**src/rtl/dag_pkg.sv**
```systemverilog
package dag_pkg;

    localparam int ADDR_W    = 16;
    localparam int SP_W      = 8;
    localparam int DISP_W    = 6;
    localparam int IO_W      = 6;
    localparam int REG_IDX_W = 5;

    localparam logic [ADDR_W-1:0] IO_BASE   = 16'h0020;
    localparam logic [ADDR_W-1:0] SRAM_BASE = 16'h0060;
    localparam logic [ADDR_W-1:0] SRAM_LAST = 16'h00DF;

    typedef enum logic [2:0] {
        AM_DIRECT  = 3'd0,
        AM_PLAIN   = 3'd1,
        AM_POSTINC = 3'd2,
        AM_PREDEC  = 3'd3,
        AM_DISP    = 3'd4,
        AM_PUSH    = 3'd5,
        AM_POP     = 3'd6,
        AM_RSV     = 3'd7
    } addr_mode_e;

    typedef enum logic [1:0] {
        PS_X   = 2'd0,
        PS_Y   = 2'd1,
        PS_Z   = 2'd2,
        PS_RSV = 2'd3
    } ptr_sel_e;

    typedef struct packed {
        logic in_reg;
        logic in_io;
        logic in_sram;
    } region_t;

    function automatic logic [REG_IDX_W-1:0] pair_low_reg(ptr_sel_e s);
        case (s)
            PS_Y:    return 5'd28;
            PS_Z:    return 5'd30;
            default: return 5'd26;
        endcase
    endfunction

    function automatic logic allows_disp(ptr_sel_e s);
        return (s == PS_Y) || (s == PS_Z);
    endfunction

endpackage

```
**src/rtl/dag_ea_calc.sv**
```systemverilog
module dag_ea_calc
    import dag_pkg::*;
#(
    parameter int AW = ADDR_W,
    parameter int SW = SP_W,
    parameter int DW = DISP_W
) (
    input  logic                 clk,
    input  logic                 rst,
    input  logic                 valid,
    input  addr_mode_e           mode,
    input  ptr_sel_e             psel,
    input  logic [AW-1:0]        ptr,
    input  logic [DW-1:0]        disp,
    input  logic [AW-1:0]        direct,
    input  logic [SW-1:0]        sp,
    output logic [AW-1:0]        ea,
    output logic [AW-1:0]        wb_val,
    output logic                 wb_en,
    output logic [REG_IDX_W-1:0] pair_lo
);

    localparam logic [AW-1:0] ONE_A = AW'(1);
    localparam logic [SW-1:0] ONE_S = SW'(1);

    logic [AW-1:0] ptr_inc, ptr_dec, ptr_off, disp_ext;
    logic [SW-1:0] sp_inc;

    assign disp_ext = {{(AW-DW){1'b0}}, disp};
    assign ptr_inc  = ptr + ONE_A;
    assign ptr_dec  = ptr - ONE_A;
    assign ptr_off  = allows_disp(psel) ? (ptr + disp_ext) : ptr;
    assign sp_inc   = sp + ONE_S;
    assign pair_lo  = pair_low_reg(psel);

    always_comb begin
        ea     = ptr;
        wb_val = ptr;
        wb_en  = 1'b0;
        case (mode)
            AM_DIRECT:  ea = direct;
            AM_POSTINC: begin
                wb_val = ptr_inc;
                wb_en  = valid;
            end
            AM_PREDEC:  begin
                ea     = ptr_dec;
                wb_val = ptr_dec;
                wb_en  = valid;
            end
            AM_DISP:    ea = ptr_off;
            AM_PUSH:    ea = {{(AW-SW){1'b0}}, sp};
            AM_POP:     ea = {{(AW-SW){1'b0}}, sp_inc};
            default:    ea = ptr;
        endcase
    end

    AST_WB_ONLY_STEP_MODES: assert property (@(posedge clk) disable iff (rst)
        wb_en |-> (valid && (mode == AM_POSTINC || mode == AM_PREDEC))) else $error("wb mode");
    AST_PREDEC_EA_IS_WB: assert property (@(posedge clk) disable iff (rst)
        (wb_en && mode == AM_PREDEC) |-> (ea == wb_val)) else $error("predec");
    AST_POSTINC_EA_IS_PTR: assert property (@(posedge clk) disable iff (rst)
        (wb_en && mode == AM_POSTINC) |-> (ea == ptr)) else $error("postinc");
    AST_DISP_NO_WB: assert property (@(posedge clk) disable iff (rst)
        (mode == AM_DISP) |-> !wb_en) else $error("disp wb");
    AST_NO_WB_IDLE: assert property (@(posedge clk) disable iff (rst)
        !valid |-> !wb_en) else $error("idle wb");

endmodule

```
**src/rtl/dag_region_dec.sv**
```systemverilog
module dag_region_dec
    import dag_pkg::*;
#(
    parameter int              AW      = ADDR_W,
    parameter int              IW      = IO_W,
    parameter logic [AW-1:0]   IO_LO   = IO_BASE,
    parameter logic [AW-1:0]   SRAM_LO = SRAM_BASE,
    parameter logic [AW-1:0]   SRAM_HI = SRAM_LAST
) (
    input  logic          clk,
    input  logic          rst,
    input  logic [AW-1:0] ea,
    output region_t       region,
    output logic [IW-1:0] io_idx
);

    logic [AW-1:0] io_off;

    assign io_off         = ea - IO_LO;
    assign io_idx         = io_off[IW-1:0];
    assign region.in_reg  = (ea < IO_LO);
    assign region.in_io   = (ea >= IO_LO) && (ea < SRAM_LO);
    assign region.in_sram = (ea >= SRAM_LO) && (ea <= SRAM_HI);

    AST_REGION_ONEHOT: assert property (@(posedge clk) disable iff (rst)
        $onehot0({region.in_reg, region.in_io, region.in_sram})) else $error("onehot");
    AST_IO_IDX_FITS: assert property (@(posedge clk) disable iff (rst)
        region.in_io |-> (io_off[AW-1:IW] == '0)) else $error("io idx");

endmodule

```
**src/rtl/dag_stack_ptr.sv**
```systemverilog
module dag_stack_ptr
    import dag_pkg::*;
#(
    parameter int            SW   = SP_W,
    parameter logic [SW-1:0] INIT = 8'hDF
) (
    input  logic          clk,
    input  logic          rst,
    input  logic          valid,
    input  addr_mode_e    mode,
    input  logic          ld_en,
    input  logic [SW-1:0] ld_val,
    output logic [SW-1:0] sp
);

    localparam logic [SW-1:0] ONE_S = SW'(1);

    logic [SW-1:0] sp_nxt;

    always_comb begin
        sp_nxt = sp;
        if (ld_en)
            sp_nxt = ld_val;
        else if (valid && mode == AM_PUSH)
            sp_nxt = sp - ONE_S;
        else if (valid && mode == AM_POP)
            sp_nxt = sp + ONE_S;
    end

    always_ff @(posedge clk) begin
        if (rst) sp <= INIT;
        else     sp <= sp_nxt;
    end

    AST_SP_PUSH_DEC: assert property (@(posedge clk) disable iff (rst)
        (!ld_en && valid && mode == AM_PUSH) |=> (sp == $past(sp) - ONE_S)) else $error("push");
    AST_SP_POP_INC: assert property (@(posedge clk) disable iff (rst)
        (!ld_en && valid && mode == AM_POP) |=> (sp == $past(sp) + ONE_S)) else $error("pop");
    AST_SP_LOAD_WINS: assert property (@(posedge clk) disable iff (rst)
        ld_en |=> (sp == $past(ld_val))) else $error("load");
    AST_SP_HOLD_IDLE: assert property (@(posedge clk) disable iff (rst)
        (!ld_en && !valid) |=> $stable(sp)) else $error("hold");

endmodule

```
**src/rtl/dag_top.sv**
```systemverilog
module dag_top
    import dag_pkg::*;
#(
    parameter int                AW      = ADDR_W,
    parameter int                SW      = SP_W,
    parameter int                DW      = DISP_W,
    parameter int                IW      = IO_W,
    parameter logic [SP_W-1:0]   SP_INIT = 8'hDF
) (
    input  logic                 clk,
    input  logic                 rst,
    input  logic                 req_valid,
    input  logic [2:0]           mode,
    input  logic [1:0]           ptr_sel,
    input  logic [AW-1:0]        ptr_val,
    input  logic [DW-1:0]        disp,
    input  logic [AW-1:0]        direct_addr,
    input  logic                 sp_wr_en,
    input  logic [SW-1:0]        sp_wr_data,
    output logic [AW-1:0]        ea,
    output logic [AW-1:0]        ptr_wb,
    output logic                 ptr_wb_en,
    output logic [REG_IDX_W-1:0] ptr_lo_reg,
    output logic                 sel_reg,
    output logic                 sel_io,
    output logic                 sel_sram,
    output logic [IW-1:0]        io_idx,
    output logic [SW-1:0]        sp_out
);

    addr_mode_e am;
    ptr_sel_e   ps;
    region_t    rgn;

    assign am = addr_mode_e'(mode);
    assign ps = ptr_sel_e'(ptr_sel);

    dag_ea_calc #(.AW(AW), .SW(SW), .DW(DW)) u_ea (
        .clk     (clk),
        .rst     (rst),
        .valid   (req_valid),
        .mode    (am),
        .psel    (ps),
        .ptr     (ptr_val),
        .disp    (disp),
        .direct  (direct_addr),
        .sp      (sp_out),
        .ea      (ea),
        .wb_val  (ptr_wb),
        .wb_en   (ptr_wb_en),
        .pair_lo (ptr_lo_reg)
    );

    dag_region_dec #(.AW(AW), .IW(IW)) u_dec (
        .clk    (clk),
        .rst    (rst),
        .ea     (ea),
        .region (rgn),
        .io_idx (io_idx)
    );

    dag_stack_ptr #(.SW(SW), .INIT(SP_INIT)) u_sp (
        .clk    (clk),
        .rst    (rst),
        .valid  (req_valid),
        .mode   (am),
        .ld_en  (sp_wr_en),
        .ld_val (sp_wr_data),
        .sp     (sp_out)
    );

    assign sel_reg  = rgn.in_reg;
    assign sel_io   = rgn.in_io;
    assign sel_sram = rgn.in_sram;

    AST_PUSH_EA_IS_SP: assert property (@(posedge clk) disable iff (rst)
        (am == AM_PUSH) |-> (ea == {{(AW-SW){1'b0}}, sp_out})) else $error("push ea");
    AST_DIRECT_NO_WB: assert property (@(posedge clk) disable iff (rst)
        (am == AM_DIRECT) |-> (!ptr_wb_en && ea == direct_addr)) else $error("direct");

endmodule

```
**config.mk**
```make
export PLATFORM = sky130hd
export DESIGN_NAME = dag_top
export DESIGN_NICKNAME = d
export VERILOG_FILES = /design/src/rtl/dag_pkg.sv /design/src/rtl/dag_ea_calc.sv /design/src/rtl/dag_region_dec.sv /design/src/rtl/dag_stack_ptr.sv /design/src/rtl/dag_top.sv
export SDC_FILE = /design/constraint.sdc
export NUM_CORES = 1
export LEC_CHECK = 0
export CAP_MARGIN = 5
export CORE_UTILIZATION = 50
export DETAILED_ROUTE_END_ITERATION = 10
export PLACE_DENSITY = 0.94
export RECOVER_POWER = 100
export SYNTH_ARGS = -nofsm -noshare
export SYNTH_HDL_FRONTEND = slang
export SYNTH_SLANG_ARGS = --single-unit
```
**constraint.sdc**
```tcl
create_clock -name clk -period 7.35 [get_ports clk]
set_input_delay 1.47 -clock clk [delete_from_list [all_inputs] [get_ports clk]]
set_output_delay 1.47 -clock clk [all_outputs]
set_load 0.005 [all_outputs]
```
Word level (Yosys, flattened, before mapping)
Cells that the tools add are included.
{"block": "word_totals", "reg_bits": 8}
{"block": "classes", "reduce_logical": 8, "mux": 8, "eq_ne": 7, "n_addsub": 6, "n_lt_le_gt_ge": 5}
{"cell": "$pmux W16 S5", "count": 1}
{"cell": "$pmux W16 S2", "count": 1}
{"cell": "$mux W8", "count": 3}
{"cell": "$add A16 B1 Y16 const B", "count": 1}
{"cell": "$add A16 B6 Y16", "count": 1}
{"cell": "$ge A16 B6 Y1 const B", "count": 1}
{"cell": "$ge A16 B7 Y1 const B", "count": 1}
{"cell": "$le A16 B8 Y1 const B", "count": 1}
{"cell": "$lt A16 B6 Y1 const B", "count": 1}
{"cell": "$lt A16 B7 Y1 const B", "count": 1}
{"cell": "$mux W16", "count": 1}
{"cell": "$sub A16 B1 Y16 const B", "count": 1}
{"cell": "$eq A3 B3 Y1 const B", "count": 3}
{"cell": "$add A8 B1 Y8 const B", "count": 1}
{"cell": "$sub A8 B1 Y8 const B", "count": 1}
{"cell": "$eq A3 B2 Y1 const B", "count": 2}
{"cell": "$pmux W3 S2", "count": 1}
{"cell": "$sub A6 B6 Y6 const B", "count": 1}
{"cell": "$logic_and A1 B1 Y1", "count": 4}
{"cell": "$logic_not A3 Y1", "count": 1}
{"cell": "$reduce_bool A3 Y1", "count": 1}
{"cell": "$eq A2 B1 Y1 const B", "count": 1}
{"cell": "$eq A2 B2 Y1 const B", "count": 1}
{"cell": "$reduce_or A2 Y1", "count": 1}
{"cell": "other kinds (2)", "count": 2}

Logic depth before layout (Yosys ltp)
{"block": "logic_depth", "word_depth": 6, "depth_mapped": 12, "mapped_depth_nobuf": 11}

Cells and area by module
Synthesis repeated with hierarchy kept, for this count alone.
{"block": "hier_totals", "cells_unflattened": 418, "hier_area_um2": 2974.1}
{"mod": "dag_ea_calc", "cells_each": 325, "n_inst": 1, "area_each_um2": 2165.8, "seq_area_each_um2": 0.0}
{"mod": "dag_stack_ptr", "cells_each": 78, "n_inst": 1, "area_each_um2": 686.9, "seq_area_each_um2": 160.2}
{"mod": "dag_region_dec", "cells_each": 15, "n_inst": 1, "area_each_um2": 121.4, "seq_area_each_um2": 0.0}

Least setup slack after synthesis
OpenSTA, ideal clock, no wires.
{"block": "synth_timing", "kind": "input to output", "start": "in ptr_val[0]", "end": "out sel_reg", "required_ps": 5880, "arrival_time_ps": 3857, "cell_stages": 11, "path_buffers": 0, "setup_slack_ps": 2023, "cell_sequence": "ha_1 -> inv_1 -> fa_1 -> nor2b_1 -> o2111ai_1 -> a21oi_1 -> nor2_1 -> o221a_2 -> or4_4 -> nor4_2 -> nor3b_2"}
{"block": "synth_via", "elab_chain_cells": 4}
{"item": "start: declaration", "line_no": "dag_top.sv:15", "text": "input logic [AW-1:0] ptr_val,"}
{"item": "$add A16 B6 Y16", "line_no": "dag_ea_calc.sv:32", "text": "assign ptr_off = allows_disp(psel) ? (ptr + disp_ext) : ptr;"}
{"item": "$mux W16", "line_no": "dag_ea_calc.sv:32"}
{"item": "$pmux W16 S5 *", "line_no": "dag_ea_calc.sv:40", "text": "case (mode)"}
{"item": "net ea[10]", "line_no": "dag_top.sv:20", "text": "output logic [AW-1:0] ea,"}
{"item": "$lt A16 B6 Y1 *", "line_no": "dag_region_dec.sv:21", "text": "assign region.in_reg = (ea < IO_LO);"}
{"item": "end: declaration", "line_no": "dag_top.sv:24", "text": "output logic sel_reg,"}
Mark *: on every way through the listed nets, which the timed path passes. The rest lies on a longest branch.

Worst setup path in the final report
{"block": "layout_timing", "start": "in ptr_val[0]", "end": "out sel_reg"}
{"block": "layout_via", "elab_chain_cells": 4}
{"item": "$add A16 B6 Y16", "line_no": "dag_ea_calc.sv:32"}
{"item": "$mux W16", "line_no": "dag_ea_calc.sv:32"}
{"item": "$pmux W16 S5 *", "line_no": "dag_ea_calc.sv:40"}
{"item": "$lt A16 B6 Y1 *", "line_no": "dag_region_dec.sv:21"}
Every way passes the cells marked *; elsewhere a longest branch is shown, timed or not.

==> summary.md <==
| Metric | Value |
|---|---|
| Core Region | approximately 0.0057 mm^2 |
| Flop and latch count out of synthesis | 8 |
| Crit path max fanout | 8 |
| Clock power frac | 15.4% |
| Tightest Pin Transition | 1.21 ns |
| Status | finished clean |
| Hold Path Class | reg2reg |
| Slowest cell on crit path | clkdlybuf4s50_1 |
| Remaining Overflow, GRT | 0 |
| Biggest regs | u_sp.sp x8 |
| Post-synth EDFFs | 0 |
| Clk sinks | 8 |
| Post-cts sizing count | 0 |
| Synth Area per Inst | about 6.6 um^2 |
| Static leakage | 1.48 nW |
| Initial cell density of the core | 53.2% |
| Final nets | 608 |
| GRT Util Overall | 35.9% |
| Fin crit period | slightly above 7 ns |
| Largest net degree at the start of global routing | 26 |
| Crit-path cells | clkdlybuf4s50_1 -> ha_1 -> inv_1 -> fa_1 -> nor2b_1 -> o2111ai_1 -> a21oi_1 -> a221oi_1 -> o22a_1 -> or4_4 -> nor4_1 -> nor3b_2 -> clkdlybuf4s50_1 |
| Routed Antenna Nets | 0 |
| Cell taking the most area after synthesis | xnor2_1 |
| Synth top cells by count | 45 x nor2_1, 34 x a21oi_1, 34 x nand2_1 |
| Fraction of layout cells with a size suffix above 1 | 6.12% |
| Top cell type's share of synthesized area | 6.96% |
| Slew Viols, Final | 0 |
| Worst rel slew slack | 19.4% |
| Synth Instances | between 400 and 500 |
| Port Buffer Count | 106 |
| Antenna Cells | 0 |
| Tot Pwr | about 370 uW |
| Post-CTS Setup Bufs | 0 |
| Wire length of the first global-routing pass | 17700 um |
| WL final | ~12000 um |
| Most common cell on crit path | clkdlybuf4s50_1 |
| Peak VDD IR | 0.0859 mV |
| Area contributors post-synth | xnor2_1 7.0%, a21oi_1 5.6%, nor2_1 5.6% |
| TritonRoute pass-1 iters | 5 |
| DR WL/cell | 19.1 um |
| Setup_tns | 0 ns |
| Chip width | 79.7 um |
| RD Place Congestion | approximately 0.96 |
| Final hold vios | 0 |
| Comb power frac | 69.9% |
| Crit end category | primary output |
| RSZ-0062 raised after global routing | false |
| Reg clk slew, reported paths | 0.04 ns |
| Via Count | 3951 |
| Cells after DPL | approximately 610 |
| P_int | 205 uW |
| Max Cap Violations | 0 |
| Buf/Inv on CP | 3 |
| Main flop type after synthesis | dfxtp_1 |
| Yosys warns | 0 |
| Area grow syn2layout | 34.3% |
| Clock tree buffer depth | 2 |
| I/O pin total | 110 |
| Mapped Area | between 0.003 and 0.004 mm^2 |
| Switch share | between 40 and 50% |
| Cell Rows | 27 |
| Vias in the first global route | 3494 |
| Fin crit share | a little over nine tenths |
| DP Wirelength | 9210 um |
| Startpoint Class | input port |
| CTS tree | built |
| First DRT Iteration DRCs | between 300 and 400 |
| Net Sw Power | 161 uW |
| Die area | between 0.006 and 0.007 mm^2 |
| Most flops, register | u_sp.sp |
| DRC Markers | 0 |
| Distinct cells, synth | 75 |
| CP Class | in2out |
| Insertion delay to the later sink of the worst-skew pair | 0.24 ns |
| WP data required | between 5 and 6 ns |
| # H-tree levels | 1 |
| Worst stage delay on the critical path | approximately 0.69 ns |
| Avg Vias per Cell | 6.47 |
| Fillers | approximately 480 |
| Final setup vio count | 0 |
| Post-route insts no fill | 611 |
| CTS Buf Count | 3 |
| Top delay family on crit path | buffers and inverters |
| Pwr dens | approximately 90 mW/mm^2 |
| Count leader, synth | nor2_1 |
| Setup Skew | 0.00106 ns |
| Hold buffers post-CTS | 0 |
| Seq/Total Area, Yosys | 5.30% |
| Die height | around 80 um |
| Fmax | 140 MHz |
| Initial antenna violation count | 0 |
| Crit path DAT | 5.66 ns |
| Hold WS | 0.683 ns |
| Clock root cell | clkbuf_8 |
| Share of power burned in registers | 14.7% |
| FFs w/ async S/R, synth | 0% |
| Max reg flops | 8 |
cells by family after synthesis:
group                    count (synthesis)  synth area share [%]
XOR/XNOR                                40                  11.6
other                                    2                 0.249
AO/OA/AOI/OAI                          128                  28.2
multiplexers                            12                  4.18
adder cells (fa/ha/maj)                 13                  5.55
buffers and inverters                   67                  10.7
flip-flops                               8                  5.30
AND/OR/NAND/NOR                        189                  34.2
power by group through the flow:
stage / clock network, mW / registers [mW] / logic (mW)
6_report: 0.0563 / 0.0539 / 0.256
4_1_cts: 0.0567 / 0.0538 / 0.263
5_1_grt: 0.0590 / 0.0543 / 0.275
3_5_place_dp: 0 / 0.0546 / 0.261
3_3_place_gp: 0 / 0.0545 / 0.258
2_1_floorplan: 0 / 0.0507 / 0.150
metal layers:
metal  track usage (%)  vias up  part of all wire [%]
met5                 0        -                     0
met4              14.4        0                   3.1
met3              3.66       34                   9.0
met2              56.2      249                    45
met1              49.8     1838                    42
li1                  -     1830                     -
worst min-delay path, delay by kind of cell (launching register included):
family / cells / cell delay (ns)
flops: 1 / 0.35
mux: 1 / 0.07
xor+xnor: 1 / 0.17
simple gates: 1 / 0.06
cell type report:
class | count | area, um^2 | share of cell area (%)
Sequential cell | 8 | 160 | 3.95
Inverter | 22 | 82.6 | 2.04
Clock buffer | 3 | 41.3 | 1.02
Multi-Input combinational cell | 385 | 2530 | 62.3
Tap cell | 72 | 90.1 | 2.22
Timing Repair Buffer | 121 | 1150 | 28.5
stage by stage:
| stage | area (um^2) | setup slack (ns) | utilization, % |
|---|---|---|---|
| floorplan | 3020 | 2.02 | - |
| global placement | 4050 | 0.526 | 71.3 |
| detailed placement | 4050 | 0.380 | 71.3 |
| CTS | 4090 | 0.375 | 72.0 |
| global route | 4060 | 0.0567 | 71.5 |
| finish | 4060 | 0.218 | 71.5 |
path summary, 6_finish.rpt:
check                   from          to  slack, ns  cells after the start
hold / removal    u_sp.sp[7]  u_sp.sp[7]       0.68                      3
setup reg to reg  u_sp.sp[2]  u_sp.sp[5]       5.42                      7
hold reg to reg   u_sp.sp[7]  u_sp.sp[7]       0.68                      3
setup / recovery  ptr_val[0]     sel_reg       0.22                     13
cells in the final DEF, fill, tap and decap left out, types with 4 or more instances in the layout:
cell	Yosys	final
nor3_1	21	21
a22oi_1	5	5
xnor2_1	24	24
clkbuf_1	11	5
or3_1	6	6
o21ai_0	28	28
nand2_1	34	34
and2_1	5	5
nand2b_1	9	9
nor2b_1	7	7
xor2_1	16	16
a211o_1	4	4
buf_4	10	10
clkdlybuf4s50_1	0	61
mux2_2	5	5
a211oi_1	5	5
a221oi_1	5	5
o221ai_1	6	6
dfxtp_1	8	8
ha_1	11	11
nor4_1	6	7
dlygate4sd3_1	0	45
a21oi_1	34	34
nand3_1	19	19
nand4_1	10	10
nor2_1	45	45
o211ai_1	5	5
inv_1	21	21
mux2i_1	7	7
(Power assumes the default switching activity.)
